--- src/rtl/trbist_pkg.sv ---
package trbist_pkg;

    localparam int PW_W   = 8;   // pulse-width field bits
    localparam int ST_W   = 8;   // sample-time field bits
    localparam int CODE_W = 6;   // expected-code bits
    localparam int NSAMP  = 2;   // sample slots per word
    localparam int TB_W   = ((PW_W > ST_W) ? PW_W : ST_W) + 2;

    typedef struct packed {
        logic                          eop;
        logic [PW_W-1:0]               pw;
        logic [NSAMP-1:0][ST_W-1:0]    st;
        logic [NSAMP-1:0][CODE_W-1:0]  code;
    } uword_t;

    localparam int UW = $bits(uword_t);

    typedef enum logic [1:0] {S_IDLE, S_ARM, S_RUN, S_GAP} seq_st_t;

    function automatic uword_t mk_word(input logic eop,
                                       input logic [PW_W-1:0] pw,
                                       input logic [ST_W-1:0] s0,
                                       input logic [CODE_W-1:0] c0,
                                       input logic [ST_W-1:0] s1,
                                       input logic [CODE_W-1:0] c1);
        uword_t w;
        w.eop     = eop;
        w.pw      = pw;
        w.st[0]   = s0;
        w.code[0] = c0;
        w.st[1]   = s1;
        w.code[1] = c1;
        return w;
    endfunction

endpackage

--- src/rtl/trbist_ucode.sv ---
module trbist_ucode
    import trbist_pkg::*;
#(
    parameter int DEPTH = 4,
    parameter logic [DEPTH*UW-1:0] PROG = '0,
    localparam int AW = (DEPTH < 2) ? 1 : $clog2(DEPTH)
) (
    input  logic [AW-1:0] addr_i,
    output uword_t        word_o
);

    logic [UW-1:0] words [DEPTH];

    for (genvar i = 0; i < DEPTH; i++) begin : g_word
        assign words[i] = PROG[i*UW +: UW];
    end

    assign word_o = uword_t'(words[addr_i]);

endmodule

--- src/rtl/trbist_sampler.sv ---
module trbist_sampler
    import trbist_pkg::*;
#(
    parameter int SETTLE = 2,
    localparam int SC_W = (SETTLE < 1) ? 1 : $clog2(SETTLE + 1),
    localparam int KW   = $clog2(NSAMP + 1)
) (
    input  logic                         clk,
    input  logic                         rst,
    input  logic                         start_i,
    input  logic                         active_i,
    input  logic [NSAMP-1:0][ST_W-1:0]   st_i,
    input  logic [NSAMP-1:0][CODE_W-1:0] code_i,
    input  logic [TB_W-1:0]              tb_i,
    input  logic                         pass_i,
    output logic [CODE_W-1:0]            code_o,
    output logic                         idle_o,
    output logic                         acc_o
);

    logic [KW-1:0]     k_q;
    logic              settling_q;
    logic [SC_W-1:0]   scnt_q;
    logic [ST_W-1:0]   cur_st;
    logic [CODE_W-1:0] cur_code;
    logic              no_more, hit;

    always_comb begin
        cur_st   = '0;
        cur_code = '0;
        for (int j = 0; j < NSAMP; j++) begin
            if (k_q == KW'(j)) begin
                cur_st   = st_i[j];
                cur_code = code_i[j];
            end
        end
    end

    assign no_more = (cur_st == '0) || (TB_W'(cur_st) < tb_i);
    assign hit     = active_i && !settling_q && !no_more && (TB_W'(cur_st) == tb_i);
    assign idle_o  = !settling_q && no_more;

    always_ff @(posedge clk) begin
        if (rst) begin
            k_q        <= '0;
            settling_q <= 1'b0;
            scnt_q     <= '0;
            acc_o      <= 1'b0;
            code_o     <= '0;
        end else if (start_i) begin
            k_q        <= '0;
            settling_q <= 1'b0;
            scnt_q     <= '0;
            acc_o      <= 1'b1;
        end else if (active_i) begin
            if (hit) begin
                code_o     <= cur_code;
                settling_q <= 1'b1;
                scnt_q     <= '0;
            end else if (settling_q) begin
                if (scnt_q == SC_W'(SETTLE)) begin
                    acc_o      <= acc_o & pass_i;
                    settling_q <= 1'b0;
                    k_q        <= k_q + KW'(1);
                end else begin
                    scnt_q <= scnt_q + SC_W'(1);
                end
            end
        end
    end


    code_only_in_run_chk: assert property (@(posedge clk) disable iff (rst)
        !$stable(code_o) |-> $past(active_i));


    read_ends_settle_chk: assert property (@(posedge clk) disable iff (rst)
        $fell(settling_q) && !$past(start_i) |-> $past(active_i));

endmodule

--- src/rtl/trbist_seq.sv ---
module trbist_seq
    import trbist_pkg::*;
#(
    parameter int DEPTH  = 4,
    parameter int SETTLE = 2,
    parameter logic [DEPTH*UW-1:0] PROG =
        (DEPTH*UW)'(mk_word(1'b1, 8'd13, 8'd94, 6'd40, 8'd0, 6'd0)),
    localparam int AW = (DEPTH < 2) ? 1 : $clog2(DEPTH)
) (
    input  logic              clk,
    input  logic              rst,
    input  logic              en_i,
    input  logic              cmp_pass_i,
    output logic              tmux_o,
    output logic              pulse_o,
    output logic [CODE_W-1:0] cmp_code_o,
    output logic              done_o,
    output logic              verdict_o,
    output logic              sticky_fail_o
);

    seq_st_t         state_q;
    logic [AW-1:0]   addr_q;
    logic [TB_W-1:0] tb_q;
    uword_t          word;
    logic            samp_idle, acc;
    logic            end_test;

    trbist_ucode #(.DEPTH(DEPTH), .PROG(PROG)) u_ucode (
        .addr_i (addr_q),
        .word_o (word)
    );

    trbist_sampler #(.SETTLE(SETTLE)) u_samp (
        .clk      (clk),
        .rst      (rst),
        .start_i  (state_q == S_ARM),
        .active_i (state_q == S_RUN),
        .st_i     (word.st),
        .code_i   (word.code),
        .tb_i     (tb_q),
        .pass_i   (cmp_pass_i),
        .code_o   (cmp_code_o),
        .idle_o   (samp_idle),
        .acc_o    (acc)
    );

    assign tmux_o   = (state_q == S_ARM) || (state_q == S_RUN);
    assign pulse_o  = (state_q == S_RUN) && (tb_q < TB_W'(word.pw));
    assign end_test = (state_q == S_RUN) && samp_idle && (tb_q >= TB_W'(word.pw));

    always_ff @(posedge clk) begin
        if (rst) begin
            state_q       <= S_IDLE;
            addr_q        <= '0;
            tb_q          <= '0;
            done_o        <= 1'b0;
            verdict_o     <= 1'b0;
            sticky_fail_o <= 1'b0;
        end else begin
            done_o <= 1'b0;
            unique case (state_q)
                S_IDLE: if (en_i) state_q <= S_ARM;
                S_ARM: begin
                    tb_q    <= '0;
                    state_q <= S_RUN;
                end
                S_RUN: begin
                    tb_q <= tb_q + TB_W'(1);
                    if (end_test) begin
                        state_q   <= S_GAP;
                        done_o    <= 1'b1;
                        verdict_o <= acc;
                        if (!acc) sticky_fail_o <= 1'b1;
                        if (word.eop || addr_q == AW'(DEPTH - 1)) addr_q <= '0;
                        else                                     addr_q <= addr_q + AW'(1);
                    end
                end
                S_GAP: state_q <= en_i ? S_ARM : S_IDLE;
                default: state_q <= S_IDLE;
            endcase
        end
    end


    done_single_chk: assert property (@(posedge clk) disable iff (rst)
        done_o |=> !done_o);


    gap_functional_chk: assert property (@(posedge clk) disable iff (rst)
        done_o |-> !tmux_o);


    mux_before_pulse_chk: assert property (@(posedge clk) disable iff (rst)
        $rose(pulse_o) |-> $past(tmux_o));


    sticky_hold_chk: assert property (@(posedge clk) disable iff (rst)
        sticky_fail_o |=> sticky_fail_o);


    fail_sets_sticky_chk: assert property (@(posedge clk) disable iff (rst)
        done_o && !verdict_o |-> sticky_fail_o);

endmodule

--- config.mk ---
export PLATFORM = sky130hd
export DESIGN_NAME = trbist_seq
export DESIGN_NICKNAME = d
export VERILOG_FILES = /design/src/rtl/trbist_pkg.sv /design/src/rtl/trbist_ucode.sv /design/src/rtl/trbist_sampler.sv /design/src/rtl/trbist_seq.sv
export SDC_FILE = /design/constraint.sdc
export NUM_CORES = 1
export LEC_CHECK = 0
export BUFFER_PORTS_ARGS = -buffer_cell sky130_fd_sc_hd__buf_2
export CORE_MARGIN = 10
export CORE_UTILIZATION = 45
export DETAILED_ROUTE_END_ITERATION = 16
export HOLD_SLACK_MARGIN = 0.1
export SLEW_MARGIN = 20
export SYNTH_ARGS = -nofsm -noshare
export SYNTH_HDL_FRONTEND = slang
export SYNTH_HIERARCHICAL = 1
export SYNTH_SLANG_ARGS = --single-unit
--- constraint.sdc ---
create_clock -name clk -period 7.5 [get_ports clk]
set_clock_uncertainty 0.2 [all_clocks]
set_input_delay 1.5 -clock clk [delete_from_list [all_inputs] [get_ports clk]]
set_output_delay 1.5 -clock clk [all_outputs]
set_load 0.03 [all_outputs]
==> impl_metrics.env <==
export IMPL_rr_startpoint="u_samp/k_q[1]"
export IMPL_htree_levels=2
export IMPL_final_cell_mix="29 x dfxtp_1, 26 x conb_1, 25 x inv_1, 25 x ha_1, 23 x nor2_1"
export IMPL_postCtsHoldBufs=0
export IMPL_diodes=0
export IMPL_grt_first_pass_wirelength_mm=7.42
export IMPL_dieArea_um2=8480
export IMPL_syn_inst=278
export IMPL_grt_ovfl_total=0
export IMPL_hold_depth=1
export IMPL_whs_endpoint="u_samp/code_o[5]"
export IMPL_vdd_ir_drop_max_mv=0.204
export IMPL_hold_viol=0
export IMPL_firstDrtPassIters=4
export IMPL_leakage_nw=1.06
export IMPL_grt_pass1_vias=1681
export IMPL_clkSinkCount=29
export IMPL_fin_nets=308
export IMPL_die_w_um=92.1
export IMPL_hold_ws_ns=0.261
export IMPL_comb_power_share_pct=32.9
export IMPL_route_final_wire_length_mm=4.21
export IMPL_fin_crit_sh_pct=56.8
export IMPL_status="completed"
export IMPL_worstSetupPathType="reg2out"
export IMPL_power_internal_w=0.000291
export IMPL_final_common_cell="dfxtp_1"
export IMPL_powerDensity_nw_per_um2=195
export IMPL_clkPwrFrac_pct=28.9
export IMPL_min_delay_start="u_samp/code_o[5]"
export IMPL_p_sw_w=0.000170
export IMPL_syn_to_final_growth_pct=0.856
export IMPL_max_freq_mhz=235
export IMPL_io_pins=15
export IMPL_vias=1715
export IMPL_reg2reg_to="state_q[0]"
export IMPL_grt_max_degree=18
export IMPL_synth_edf_count=0
export IMPL_hold_class="reg2reg"
export IMPL_numCtsBuffers=5
export IMPL_start_util_pct=46.1
export IMPL_cap_violations=0
export IMPL_hpwl_mm=3.26
export IMPL_drive_above_1_share_pct=13.3
export IMPL_seq_power_share_pct=38.1
export IMPL_tns_ns=0
export IMPL_cts_repair_resized=0
export IMPL_slew_headroom_pct=34.5
export IMPL_antenna_found_initial=0
export IMPL_worst_slack_ns=3.24
export IMPL_start_kind="register"
export IMPL_endpoint_kind="output port"
export IMPL_post_cts_buffers=0
export IMPL_post_drt_wl_per_cell_um=12.1
export IMPL_io_buffers=14
export IMPL_gp_congestion=0.765
export IMPL_netlist_area_um2=2340
export IMPL_synth_avg_cell_area_um2=8.41
export IMPL_path_clk_slew_ns=0.07
export IMPL_async_flop_share_pct=0
export IMPL_synth_cell_types=50
export IMPL_final_max_slew_viol_count=0
export IMPL_clockBufferDepth=2
export IMPL_grt_usage_pct=10.4
export IMPL_cts_tree="built"
export IMPL_rr_worst_depth=13
export IMPL_core_um2=5070
export IMPL_cts_root_buf="clkbuf_8"
export IMPL_ys_ff_latch=29
export IMPL_critPathRequiredTime_ns=5.80
export IMPL_drcViolationCount=0
export IMPL_ys_flop_type="dfxtp_1"
export IMPL_rows=26
export IMPL_path_max_fanout=16
export IMPL_finalCriticalPeriod_ns=4.26
export IMPL_worst_pin_slew_ns=0.979
export IMPL_place_inst=342
export IMPL_setup_viol=0
export IMPL_worst_r2r_setup_slack_ns=3.90
export IMPL_vias_per_cell=4.91
export IMPL_antenna_left=0
export IMPL_cp_arrival_ns=2.56
export IMPL_preCtsSetupSlack_ns=3.51
export IMPL_clk_latency_ns=0.28
export IMPL_die_y_um=92.1
export IMPL_p_sw_share_pct=36.8
export IMPL_drtIter0Drc=94
export IMPL_instances_no_fill=349
export IMPL_yosysSeqAreaShare_pct=24.8
export IMPL_yosysWarnings=6
export IMPL_rsz0062_at_grt="no"
-- flip-flops by register name, summed over array words and instances, names as in the netlist --
| signal | cells |
|---|---|
| u_samp/scnt_q | 2 |
| u_samp/acc_o | 1 |
| sticky_fail_o | 1 |
| done_o | 1 |
| tb_q | 10 |
| state_q | 2 |
| u_samp/k_q | 2 |
| addr_q | 2 |
| u_samp/code_o | 6 |
| verdict_o | 1 |
| u_samp/settling_q | 1 |
-- synth_stat cells (2+ instances only) --
master    count  area [um^2]
buf_4        36          270
dfxtp_1      29          581
ha_1         25          313
inv_1        25         93.8
nor2_1       23         86.3
nand2_1      19         71.3
a21oi_1      10         50.1
a22o_1        7         61.3
a31oi_1       7         43.8
mux2i_1       6         60.1
and3_1        5         31.3
nand3_1       5         25.0
nand4_1       5         31.3
o21ai_0       5         25.0
xor2_1        5         43.8
a211oi_1      4         30.0
a22oi_1       4         30.0
clkbuf_1      4         15.0
nor2b_1       4         25.0
o21a_1        4         30.0
xnor2_1       4         35.0
a211oi_2      3         37.5
nand2b_1      3         18.8
a21boi_1      2         15.0
a21o_1        2         15.0
a221oi_1      2         17.5
buf_2         2         10.0
buf_6         2         22.5
nor4_1        2         12.5
nor4_2        2         25.0
o21bai_1      2         15.0
or2_2         2         12.5
-- stage by stage --
stage	utilization, %	cell area, um^2	power (W)
global placement	44.7	2270	0.000329
global route	46.5	2360	0.000492
detailed placement	44.7	2270	0.000332
finish	46.5	2360	0.000461
floorplan	-	2430	0.000309
CTS	46.5	2360	0.000467
-- worst max-delay path: stages (launching register included) --
cell,delay (ns)
dfxtp_1,0.33
nor2_1,0.76
inv_1,0.10
ha_1,0.33
a21oi_1,0.06
o21ai_0,0.27
o21ai_0,0.12
and3_1,0.17
buf_2,0.17
-- final cells by class --
| cell class | instances | area [um^2] |
|---|---|---|
| repair buffers | 14 | 70.1 |
| multi-input cells | 204 | 1440 |
| inverters | 25 | 93.8 |
| fillers | 547 | 2720 |
| flip-flops and latches | 29 | 581 |
| clock inverters | 1 | 7.51 |
| well taps | 70 | 87.6 |
| clock buffers | 6 | 82.6 |
-- worst max-delay path by stage --
stage	from	endpoint	cells after the start
after global routing	addr_q[0]	pulse_o	8
after global placement	addr_q[1]	pulse_o	8
after floorplan	addr_q[1]	pulse_o	8
final	addr_q[1]	pulse_o	8
after CTS	addr_q[1]	pulse_o	8
after detailed placement	addr_q[0]	pulse_o	8
-- power by group through the flow --
stage	sequential [W]	combinational (W)	clock, W
finish	0.000176	0.000152	0.000133
global route	0.000178	0.000169	0.000145
CTS	0.000176	0.000153	0.000138
detailed placement	0.000179	0.000153	0
global placement	0.000178	0.000151	0
floorplan	0.000176	0.000133	0
-- logic make-up (layout without fill, tap and decap cells) --
kind of cell / Yosys count / count (layout) / share of synthesized area [%]
simple gates: 76 / 76 / 16.7
buf+inv: 70 / 46 / 17.8
compound gates: 62 / 62 / 21.2
flops: 29 / 29 / 24.8
fa+ha+maj: 25 / 25 / 13.4
xor+xnor: 9 / 9 / 3.37
mux: 6 / 6 / 2.57
other cells: 1 / 26 / 0.160
-- per-layer routing --
metal | up-vias | part of all wire [%] | global-route usage (%)
met4 | 0 | 0.95 | 3.73
met3 | 4 | 2.3 | 2.93
met5 | - | 0 | 0
met1 | 783 | 49 | 12.2
met2 | 11 | 47 | 17.7
li1 | 917 | - | -
Note: power is estimated with default switching activity, not from simulation.
